### src/rtl/cxe_pkg.sv
package cxe_pkg;

    parameter int unsigned MSG_W     = 16;
    parameter int unsigned STAGE_CNT = 4;

    typedef enum logic {
        DIR_ENC = 1'b0,
        DIR_DEC = 1'b1
    } dir_e;

    // Perfect-shuffle destination: bit idx moves to (2*idx mod (width-1)),
    // the top bit stays where it is.
    function automatic int unsigned shuffle_dst(input int unsigned idx,
                                                input int unsigned width);
        if (idx == width - 1)
            return idx;
        return (2 * idx) % (width - 1);
    endfunction

endpackage

### src/rtl/cx_pair_cell.sv
module cx_pair_cell
    import cxe_pkg::*;
(
    input  dir_e dir,
    input  logic a_i,
    input  logic b_i,
    output logic x_o,
    output logic y_o
);
    always_comb begin
        if (dir == DIR_ENC) begin
            x_o = b_i;
            y_o = a_i ^ b_i;
        end else begin
            x_o = a_i ^ b_i;
            y_o = a_i;
        end
    end
endmodule

### src/rtl/cx_shuffle.sv
module cx_shuffle
    import cxe_pkg::*;
#(
    parameter int unsigned W = 16
) (
    input  dir_e         dir,
    input  logic [W-1:0] in_v,
    output logic [W-1:0] out_v
);
    logic [W-1:0] fwd_v;
    logic [W-1:0] rev_v;

    for (genvar i = 0; i < W; i++) begin : g_bit
        localparam int unsigned DST = shuffle_dst(i, W);
        assign fwd_v[DST] = in_v[i];
        assign rev_v[i]   = in_v[DST];
    end

    assign out_v = (dir == DIR_ENC) ? fwd_v : rev_v;


    always_comb begin
        weight_kept_chk: assert ($countones(out_v) == $countones(in_v))
            else $error("interleaver changed the number of set bits");
    end
endmodule

### src/rtl/cx_lattice.sv
module cx_lattice
    import cxe_pkg::*;
#(
    parameter int unsigned W      = 16,
    parameter int unsigned STAGES = 4
) (
    input  dir_e         dir,
    input  logic [W-1:0] in_v,
    output logic [W-1:0] out_v
);
    localparam int unsigned PAIRS = W / 2;

    for (genvar s = 0; s < STAGES; s++) begin : g_stg
        logic [W-1:0] si;
        logic [W-1:0] mixed;
        logic [W-1:0] so;

        if (s == 0) begin : g_head
            assign si = in_v;
        end else begin : g_link
            assign si = g_stg[s-1].so;
        end

        for (genvar p = 0; p < PAIRS; p++) begin : g_pair
            cx_pair_cell u_cell (
                .dir (dir),
                .a_i (si[2*p]),
                .b_i (si[2*p+1]),
                .x_o (mixed[2*p]),
                .y_o (mixed[2*p+1])
            );
        end

        if (s < STAGES - 1) begin : g_ilv
            cx_shuffle #(.W(W)) u_shuf (
                .dir   (dir),
                .in_v  (mixed),
                .out_v (so)
            );
        end else begin : g_last
            assign so = mixed;
        end
    end

    assign out_v = g_stg[STAGES-1].so;
endmodule

### src/rtl/cx_codec.sv
module cx_codec
    import cxe_pkg::*;
#(
    parameter int unsigned MSG_W  = cxe_pkg::MSG_W,
    parameter int unsigned STAGES = cxe_pkg::STAGE_CNT
) (
    input  logic               clk,
    input  logic               rst,
    input  logic               in_valid,
    output logic               in_ready,
    input  logic               in_mode,
    input  logic [MSG_W-1:0]   in_data,
    output logic               out_valid,
    input  logic               out_ready,
    output logic [2*MSG_W-1:0] out_word
);
    localparam int unsigned CW_W = 2 * MSG_W;

    dir_e             dir;
    logic [MSG_W-1:0] lat_out;
    logic [CW_W-1:0]  next_word;
    logic             take;

    assign dir = dir_e'(in_mode);

    cx_lattice #(.W(MSG_W), .STAGES(STAGES)) u_lat (
        .dir   (dir),
        .in_v  (in_data),
        .out_v (lat_out)
    );

    always_comb begin
        if (dir == DIR_ENC)
            next_word = {lat_out, in_data};
        else
            next_word = {in_data, lat_out};
    end

    assign in_ready = !out_valid || out_ready;
    assign take     = in_valid && in_ready;

    always_ff @(posedge clk) begin
        if (rst) begin
            out_valid <= 1'b0;
            out_word  <= '0;
        end else if (take) begin
            out_valid <= 1'b1;
            out_word  <= next_word;
        end else if (out_ready) begin
            out_valid <= 1'b0;
        end
    end


    reset_clear_chk: assert property (@(posedge clk) rst |=> !out_valid)
        else $error("out_valid set after reset");


    accept_chk: assert property (@(posedge clk) disable iff (rst)
        in_valid && in_ready |=> out_valid)
        else $error("accepted word not presented");


    hold_chk: assert property (@(posedge clk) disable iff (rst)
        out_valid && !out_ready |=> out_valid && $stable(out_word))
        else $error("stalled output changed");


    drain_chk: assert property (@(posedge clk) disable iff (rst)
        out_valid && out_ready && !in_valid |=> !out_valid)
        else $error("consumed output still valid");


    msg_half_chk: assert property (@(posedge clk) disable iff (rst)
        in_valid && in_ready && !in_mode |=> out_word[MSG_W-1:0] == $past(in_data))
        else $error("message half differs from input");


    par_half_chk: assert property (@(posedge clk) disable iff (rst)
        in_valid && in_ready && in_mode |=> out_word[CW_W-1:MSG_W] == $past(in_data))
        else $error("parity half differs from input");
endmodule

### config.mk
export PLATFORM = sky130hd
export DESIGN_NAME = cx_codec
export DESIGN_NICKNAME = d
export VERILOG_FILES = /design/src/rtl/cxe_pkg.sv /design/src/rtl/cx_pair_cell.sv /design/src/rtl/cx_shuffle.sv /design/src/rtl/cx_lattice.sv /design/src/rtl/cx_codec.sv
export SDC_FILE = /design/constraint.sdc
export NUM_CORES = 1
export LEC_CHECK = 0
export BUFFER_PORTS_ARGS = -buffer_cell sky130_fd_sc_hd__buf_4
export CAP_MARGIN = 20
export CORE_MARGIN = 10
export CORE_UTILIZATION = 57
export CTS_CLUSTER_DIAMETER = 60
export DETAILED_ROUTE_END_ITERATION = 10
export PLACE_DENSITY_LB_ADDON = 0.08
export SYNTH_ARGS = -nofsm -noshare
export SYNTH_HDL_FRONTEND = slang
export SYNTH_SLANG_ARGS = --single-unit
export TNS_END_PERCENT = 30
### constraint.sdc
create_clock -name clk -period 3.55 [get_ports clk]
set_input_delay 0.71 -clock clk [delete_from_list [all_inputs] [get_ports clk]]
set_output_delay 0.71 -clock clk [all_outputs]
set_load 0.01 [all_outputs]
Word level (Yosys, flattened, before mapping)
Index checks and enable logic that the tools add are counted.
{ "classes": {"muxes": 70, "bitwise_logic": 32, "n_reduce_logical": 4} }
{ "op_table": {"columns": ["operator", "n"], "rows": [
  ["$mux W1", 66],
  ["$mux W15", 3],
  ["$mux W32", 1],
  ["$xor A1 B1 Y1", 32],
  ["$reduce_bool A2 Y1", 1],
  ["$logic_and A1 B1 Y1", 1],
  ["$logic_not A1 Y1", 1],
  ["$logic_or A1 B1 Y1", 1]
]} }
{ "word_totals": {"regBits": 33, "input_bits": 21, "out_inout_bits": 34} }

Logic depth before layout (Yosys ltp)
{ "depth": {"ltp_word": 12, "depth_mapped": 7, "ltp_nobuf": 6} }

By module
From an unflattened synthesis, not the netlist that was laid out.
{ "unflattened": {"hier_cells": 291, "hier_area_um2": 2920.3} }
{ "by_module_without_submodules": {"columns": ["mod", "instances", "cells_per_inst", "area_per_inst_um2"], "rows": [
  ["cx_codec", 1, 112, 1397.6],
  ["cx_pair_cell", 32, 4, 27.5],
  ["cx_shuffle", 3, 17, 214.0]
]} }

Worst setup path after synthesis
Ideal clock, no wire load.
{ "synth_path": {"path_kind": "input to register", "start": "input port in_data[10]", "end": "register out_word[23]", "setup_ns": 0.062, "arrival_ns": 2.148, "t_required_ns": 3.488, "path_slack_ns": 1.339, "cell_stages": 7, "path_cell_list": "buf_2 xor3_2 mux2i_4 xnor2_4 xnor2_1 or3_1 nand3_1"} }
{ "synth_via": {"elab_chain_cells": 12, "elab_cells_between_ends": 25} }
{ "synth_lines": {"columns": ["element", "line_no", "text"], "rows": [
  ["start: declaration", "cx_codec.sv:12", "input logic [MSG_W-1:0] in_data,"],
  ["$xor A1 B1 Y1", "cx_pair_cell.sv:13, cx_pair_cell.sv:15", null],
  ["$mux W1", "cx_pair_cell.sv:11", "if (dir == DIR_ENC) begin"],
  ["$mux W15 (*)", "cx_shuffle.sv:19", "assign out_v = (dir == DIR_ENC) ? fwd_v : rev_v;"],
  ["$xor A1 B1 Y1, on equally long branches", "cx_pair_cell.sv:13, cx_pair_cell.sv:15", null],
  ["$mux W1", "cx_pair_cell.sv:11", null],
  ["$mux W15 (*)", "cx_shuffle.sv:19", null],
  ["$xor A1 B1 Y1, on equally long branches", "cx_pair_cell.sv:13, cx_pair_cell.sv:15", null],
  ["$mux W1", "cx_pair_cell.sv:11", null],
  ["$mux W15 (*)", "cx_shuffle.sv:19", null],
  ["$xor A1 B1 Y1", "cx_pair_cell.sv:13", "y_o = a_i ^ b_i;"],
  ["$mux W1 (*)", "cx_pair_cell.sv:11", null],
  ["$mux W32 (*)", "cx_codec.sv:33", "if (dir == DIR_ENC)"],
  ["end signal: assignment", "cx_codec.sv:48", "out_word <= next_word;"],
  ["end: declaration", "cx_codec.sv:15", "output logic [2*MSG_W-1:0] out_word"]
]} }
Every way passes the cells marked *; elsewhere a longest branch is shown, timed or not.
A chain may end at the register's enable or synchronous reset.

Worst setup path after layout
{ "layout_path": {"start": "input port in_data[9]", "end": "register out_word[23]"} }
{ "layout_via": {"elab_chain_cells": 12, "elab_cells_between_ends": 22} }
{ "layout_lines": {"columns": ["element", "line_no"], "rows": [
  ["$xor A1 B1 Y1", "cx_pair_cell.sv:13, cx_pair_cell.sv:15"],
  ["$mux W1", "cx_pair_cell.sv:11"],
  ["$mux W15 (*)", "cx_shuffle.sv:19"],
  ["$xor A1 B1 Y1, on equally long branches", "cx_pair_cell.sv:13, cx_pair_cell.sv:15"],
  ["$mux W1", "cx_pair_cell.sv:11"],
  ["$mux W15 (*)", "cx_shuffle.sv:19"],
  ["$xor A1 B1 Y1, on equally long branches", "cx_pair_cell.sv:13, cx_pair_cell.sv:15"],
  ["$mux W1", "cx_pair_cell.sv:11"],
  ["$mux W15 (*)", "cx_shuffle.sv:19"],
  ["$xor A1 B1 Y1", "cx_pair_cell.sv:13"],
  ["$mux W1 (*)", "cx_pair_cell.sv:11"],
  ["$mux W32 (*)", "cx_codec.sv:33"]
]} }
Marked as above.

==> impl_metrics.py <==
metrics = {
    "status": {
        "outcome": "finished, final reports clean",
    },
    "logic_synthesis": {
        "synth_top_cell_area_share": 0.311,
        "synth.avg_cell_area_um2": 8.28,
        "synth_compound_area_frac": 0.164,
        "synth_top_family_by_area": "XOR/XNOR gates",
        "synth_cells": 257,
        "synth_mux_area_frac": 0.0341,
        "synth_top_area_cell": "dfxtp_1",
        "yosys.cell_types.count": 38,
        "yosys.area_share.xor_xnor": 0.268,
        "synth.area.top_cells": "dfxtp_1, xnor2_1, xor2_1, a21oi_1, nand2_1",
        "ys_ff_latch": 33,
        "synthSimpleGateAreaFrac": 0.154,
        "yosysSeqAreaShare": 0.311,
        "syn_nets": 278,
        "synth_fa_ha_area_frac": 0,
        "yosys_warnings": 0,
        "netlist_area_um2": 2130,
    },
    "pwr": {
        "power.switching_uw": 359,
        "internal-power_uw": 731,
        "p_leak_nw": 1.06,
        "ir_worst_vdd_uv": 304,
        "power_density_nw_per_um2": 427,
        "p_seq_frac": 0.388,
        "p_total_mw": 1.09,
        "p_clk_frac": 0.247,
        "pwr-share-comb": 0.365,
        "swShare": 0.329,
    },
    "critical_path": {
        "cp_cell_sequence": "buf_4 > xor3_2 > mux2i_4 > xnor2_4 > xnor2_1 > or3_1 > nand3_1",
        "crit_path_end_kind": "flop",
        "slowest_delay_ns": 0.48,
        "cp_data_required_time_ns": 3.77,
        "cp_max_fo": 6,
        "worst_ep_arrival_time_ns": 2.25,
        "cpLargestDelayFamily": "XOR/XNOR gates",
        "critPathKind": "input pin to flop",
        "slowest_stage": "xor3_2",
        "startpoint_type": "input pin",
        "critPathLaunch": "in_data[9]",
        "cp_num_buf_inv": 1,
        "regToRegStartpoint": "out_valid$_SDFFE_PP0P_",
    },
    "worst_hold_path": {
        "hold_path.class": "flop to flop",
        "hold_start": "out_word[18]$_SDFFE_PP0P_",
    },
    "clock_tree": {
        "cts_root_buf": "clkbuf_8",
        "insertion_delay_ns": 0.28,
        "cts_tree": "yes",
        "hold_buffers": 0,
        "cts.sinks": 33,
        "cts_setup_buffers": 0,
        "cts_resized": 0,
        "cts_buffers": 5,
        "htree_num_levels": 2,
        "cts.clk_slew.worst_paths_ns": 0.06,
        "cts_max_path_buffers": 2,
    },
    "sta": {
        "rsz0062_at_grt": "false",
        "setup-tns-final_ns": 0,
        "maxSlewViolCount": 0,
        "skew_ns": 0.00359,
        "worstMarginPinSlew_ns": 0.747,
        "fin_crit_sh": 0.569,
        "hold_viol": 0,
        "fin_crit_ns": 2.02,
        "setup_viol": 0,
        "max_freq_ghz": 0.495,
        "timing.max_slew.rel_slack": 0.502,
    },
    "routing": {
        "firstDrtPassIters": 4,
        "wire_per_inst_um": 15.3,
        "vias": 1786,
        "vias_per_cell": 5.24,
        "ant_nets": 0,
        "totalWireLength_mm": 5.21,
        "drcViolationCount": 0,
        "drt_iter0_drc": 120,
    },
    "placed_design": {
        "place.gp.congestion": 0.887,
        "port_buffers": 54,
        "dp_hpwl_mm": 3.91,
    },
    "finish": {
        "drive_gt1_frac": 0.249,
        "nNetsFinal": 313,
        "areaGrowthSynthToFinish_pct": 19.9,
        "antennaDiodeCount": 0,
    },
    "global_routing": {
        "track_usage": 0.165,
        "grt_first_pass_wirelength_mm": 8.63,
        "antenna_found_initial": 0,
        "grt_max_degree": 57,
        "grt_pass1_vias": 1795,
        "grt_overflow": 0,
    },
    "die": {
        "fp.dieW_um": 81.1,
        "core_um2": 3630,
        "rows": 22,
        "dieArea_um2": 6570,
        "ios": 55,
        "die_h_um": 81.1,
        "start_util": 0.585,
    },
    "job": {
        "max-cap-violations": 0,
    },
}
metrics by stage:
step	cells	utilization	area, um2	setup WS, ns	hold WS (ns)
after CTS	341	0.702	2550	1.52	0.457
after detailed placement	333	0.678	2460	1.24	0.448
after global placement	333	0.678	2460	1.25	0.441
after floorplan	257	-	2130	1.34	0.476
final	341	0.702	2550	1.53	0.453
after global routing	341	0.702	2550	1.40	0.476
synthesized netlist by cell type:
cell,count
xnor2_1,34
dfxtp_1,33
nand2_1,32
a21oi_1,25
nor2_1,25
clkbuf_1,15
xor2_1,15
a211oi_1,11
buf_2,8
o21ai_1,7
mux2i_1,5
o211ai_1,5
o21ai_0,4
nand2b_1,3
o21a_1,3
or3_1,3
xnor2_2,3
buf_1,2
inv_1,2
nand3b_1,2
nor3b_1,2
o22ai_1,2
a211oi_2,1
and2_0,1
and2_1,1
and3_1,1
buf_12,1
buf_4,1
buf_6,1
mux2i_4,1
nand3_1,1
nor3_1,1
nor3_2,1
or2_1,1
xnor2_4,1
xnor3_1,1
xor2_2,1
xor3_2,1
per-layer routing:
metal | vias to the layer above | share of wire | track usage
met5 | - | 0 | 0
met4 | 0 | 0.018 | 0.0657
met3 | 9 | 0.081 | 0.0629
met2 | 53 | 0.47 | 0.255
met1 | 813 | 0.43 | 0.204
li1 | 911 | - | -
state kept, by name, indices dropped and copies added (netlist names):
register	count
out_word	32
out_valid	1
cell type report:
cell class | instances | area, um2
Multi-Input combinational cell | 194 | 1320
Tap cell | 48 | 60.1
Timing Repair Buffer | 56 | 420
Clock inverter | 3 | 17.5
Sequential cell | 33 | 661
Fill cell | 338 | 1080
Clock buffer | 5 | 68.8
Inverter | 2 | 7.51
power by group through the flow:
stage                     Sequential [mW]  Clock (mW)  Combinational (mW)
after floorplan                     0.446           0               0.269
after global placement              0.430           0               0.396
after detailed placement            0.431           0               0.398
after CTS                           0.423       0.278               0.401
after global routing                0.426       0.291               0.443
final                               0.423       0.269               0.398
worst register-to-register path, delay by kind of cell, from the launching register on:
| kind | cells | cell delay (ns) |
|---|---|---|
| buf+inv | 1 | 0.34 |
| compound gates | 1 | 0.21 |
| flops | 1 | 0.31 |
| simple gates | 3 | 0.81 |
worst paths after layout:
path / slack (ns) / endpoint / depth (start not counted)
worst min register to register: 0.45 / out_word[18]$_SDFFE_PP0P_ / 2
worst max-delay path: 1.53 / out_word[23]$_SDFFE_PP0P_ / 7
worst max register to register: 1.80 / out_word[5]$_SDFFE_PP0P_ / 5
worst min-delay path: 0.45 / out_word[18]$_SDFFE_PP0P_ / 2
logic make-up (layout without fill, tap and decap cells):
| group | Yosys count | in the layout |
|---|---|---|
| AO/OA/AOI/OAI | 58 | 58 |
| XOR/XNOR | 56 | 56 |
| buffers and inverters | 30 | 66 |
| flip-flops | 33 | 33 |
| multiplexers | 6 | 6 |
| AND/OR/NAND/NOR | 74 | 74 |
placed cells by master, fill, tap and decap left out, types with 2 or more instances in the layout:
cell / instances
buf_4: 56
xnor2_1: 34
dfxtp_1: 33
nand2_1: 32
nor2_1: 25
a21oi_1: 25
xor2_1: 15
a211oi_1: 11
o21ai_1: 7
mux2i_1: 5
o211ai_1: 5
clkbuf_8: 5
o21ai_0: 4
nand2b_1: 3
xnor2_2: 3
or3_1: 3
o21a_1: 3
nor3b_1: 2
nand3b_1: 2
o22ai_1: 2
inv_1: 2
clkinv_2: 2
Power figures use the tool's default switching activity.
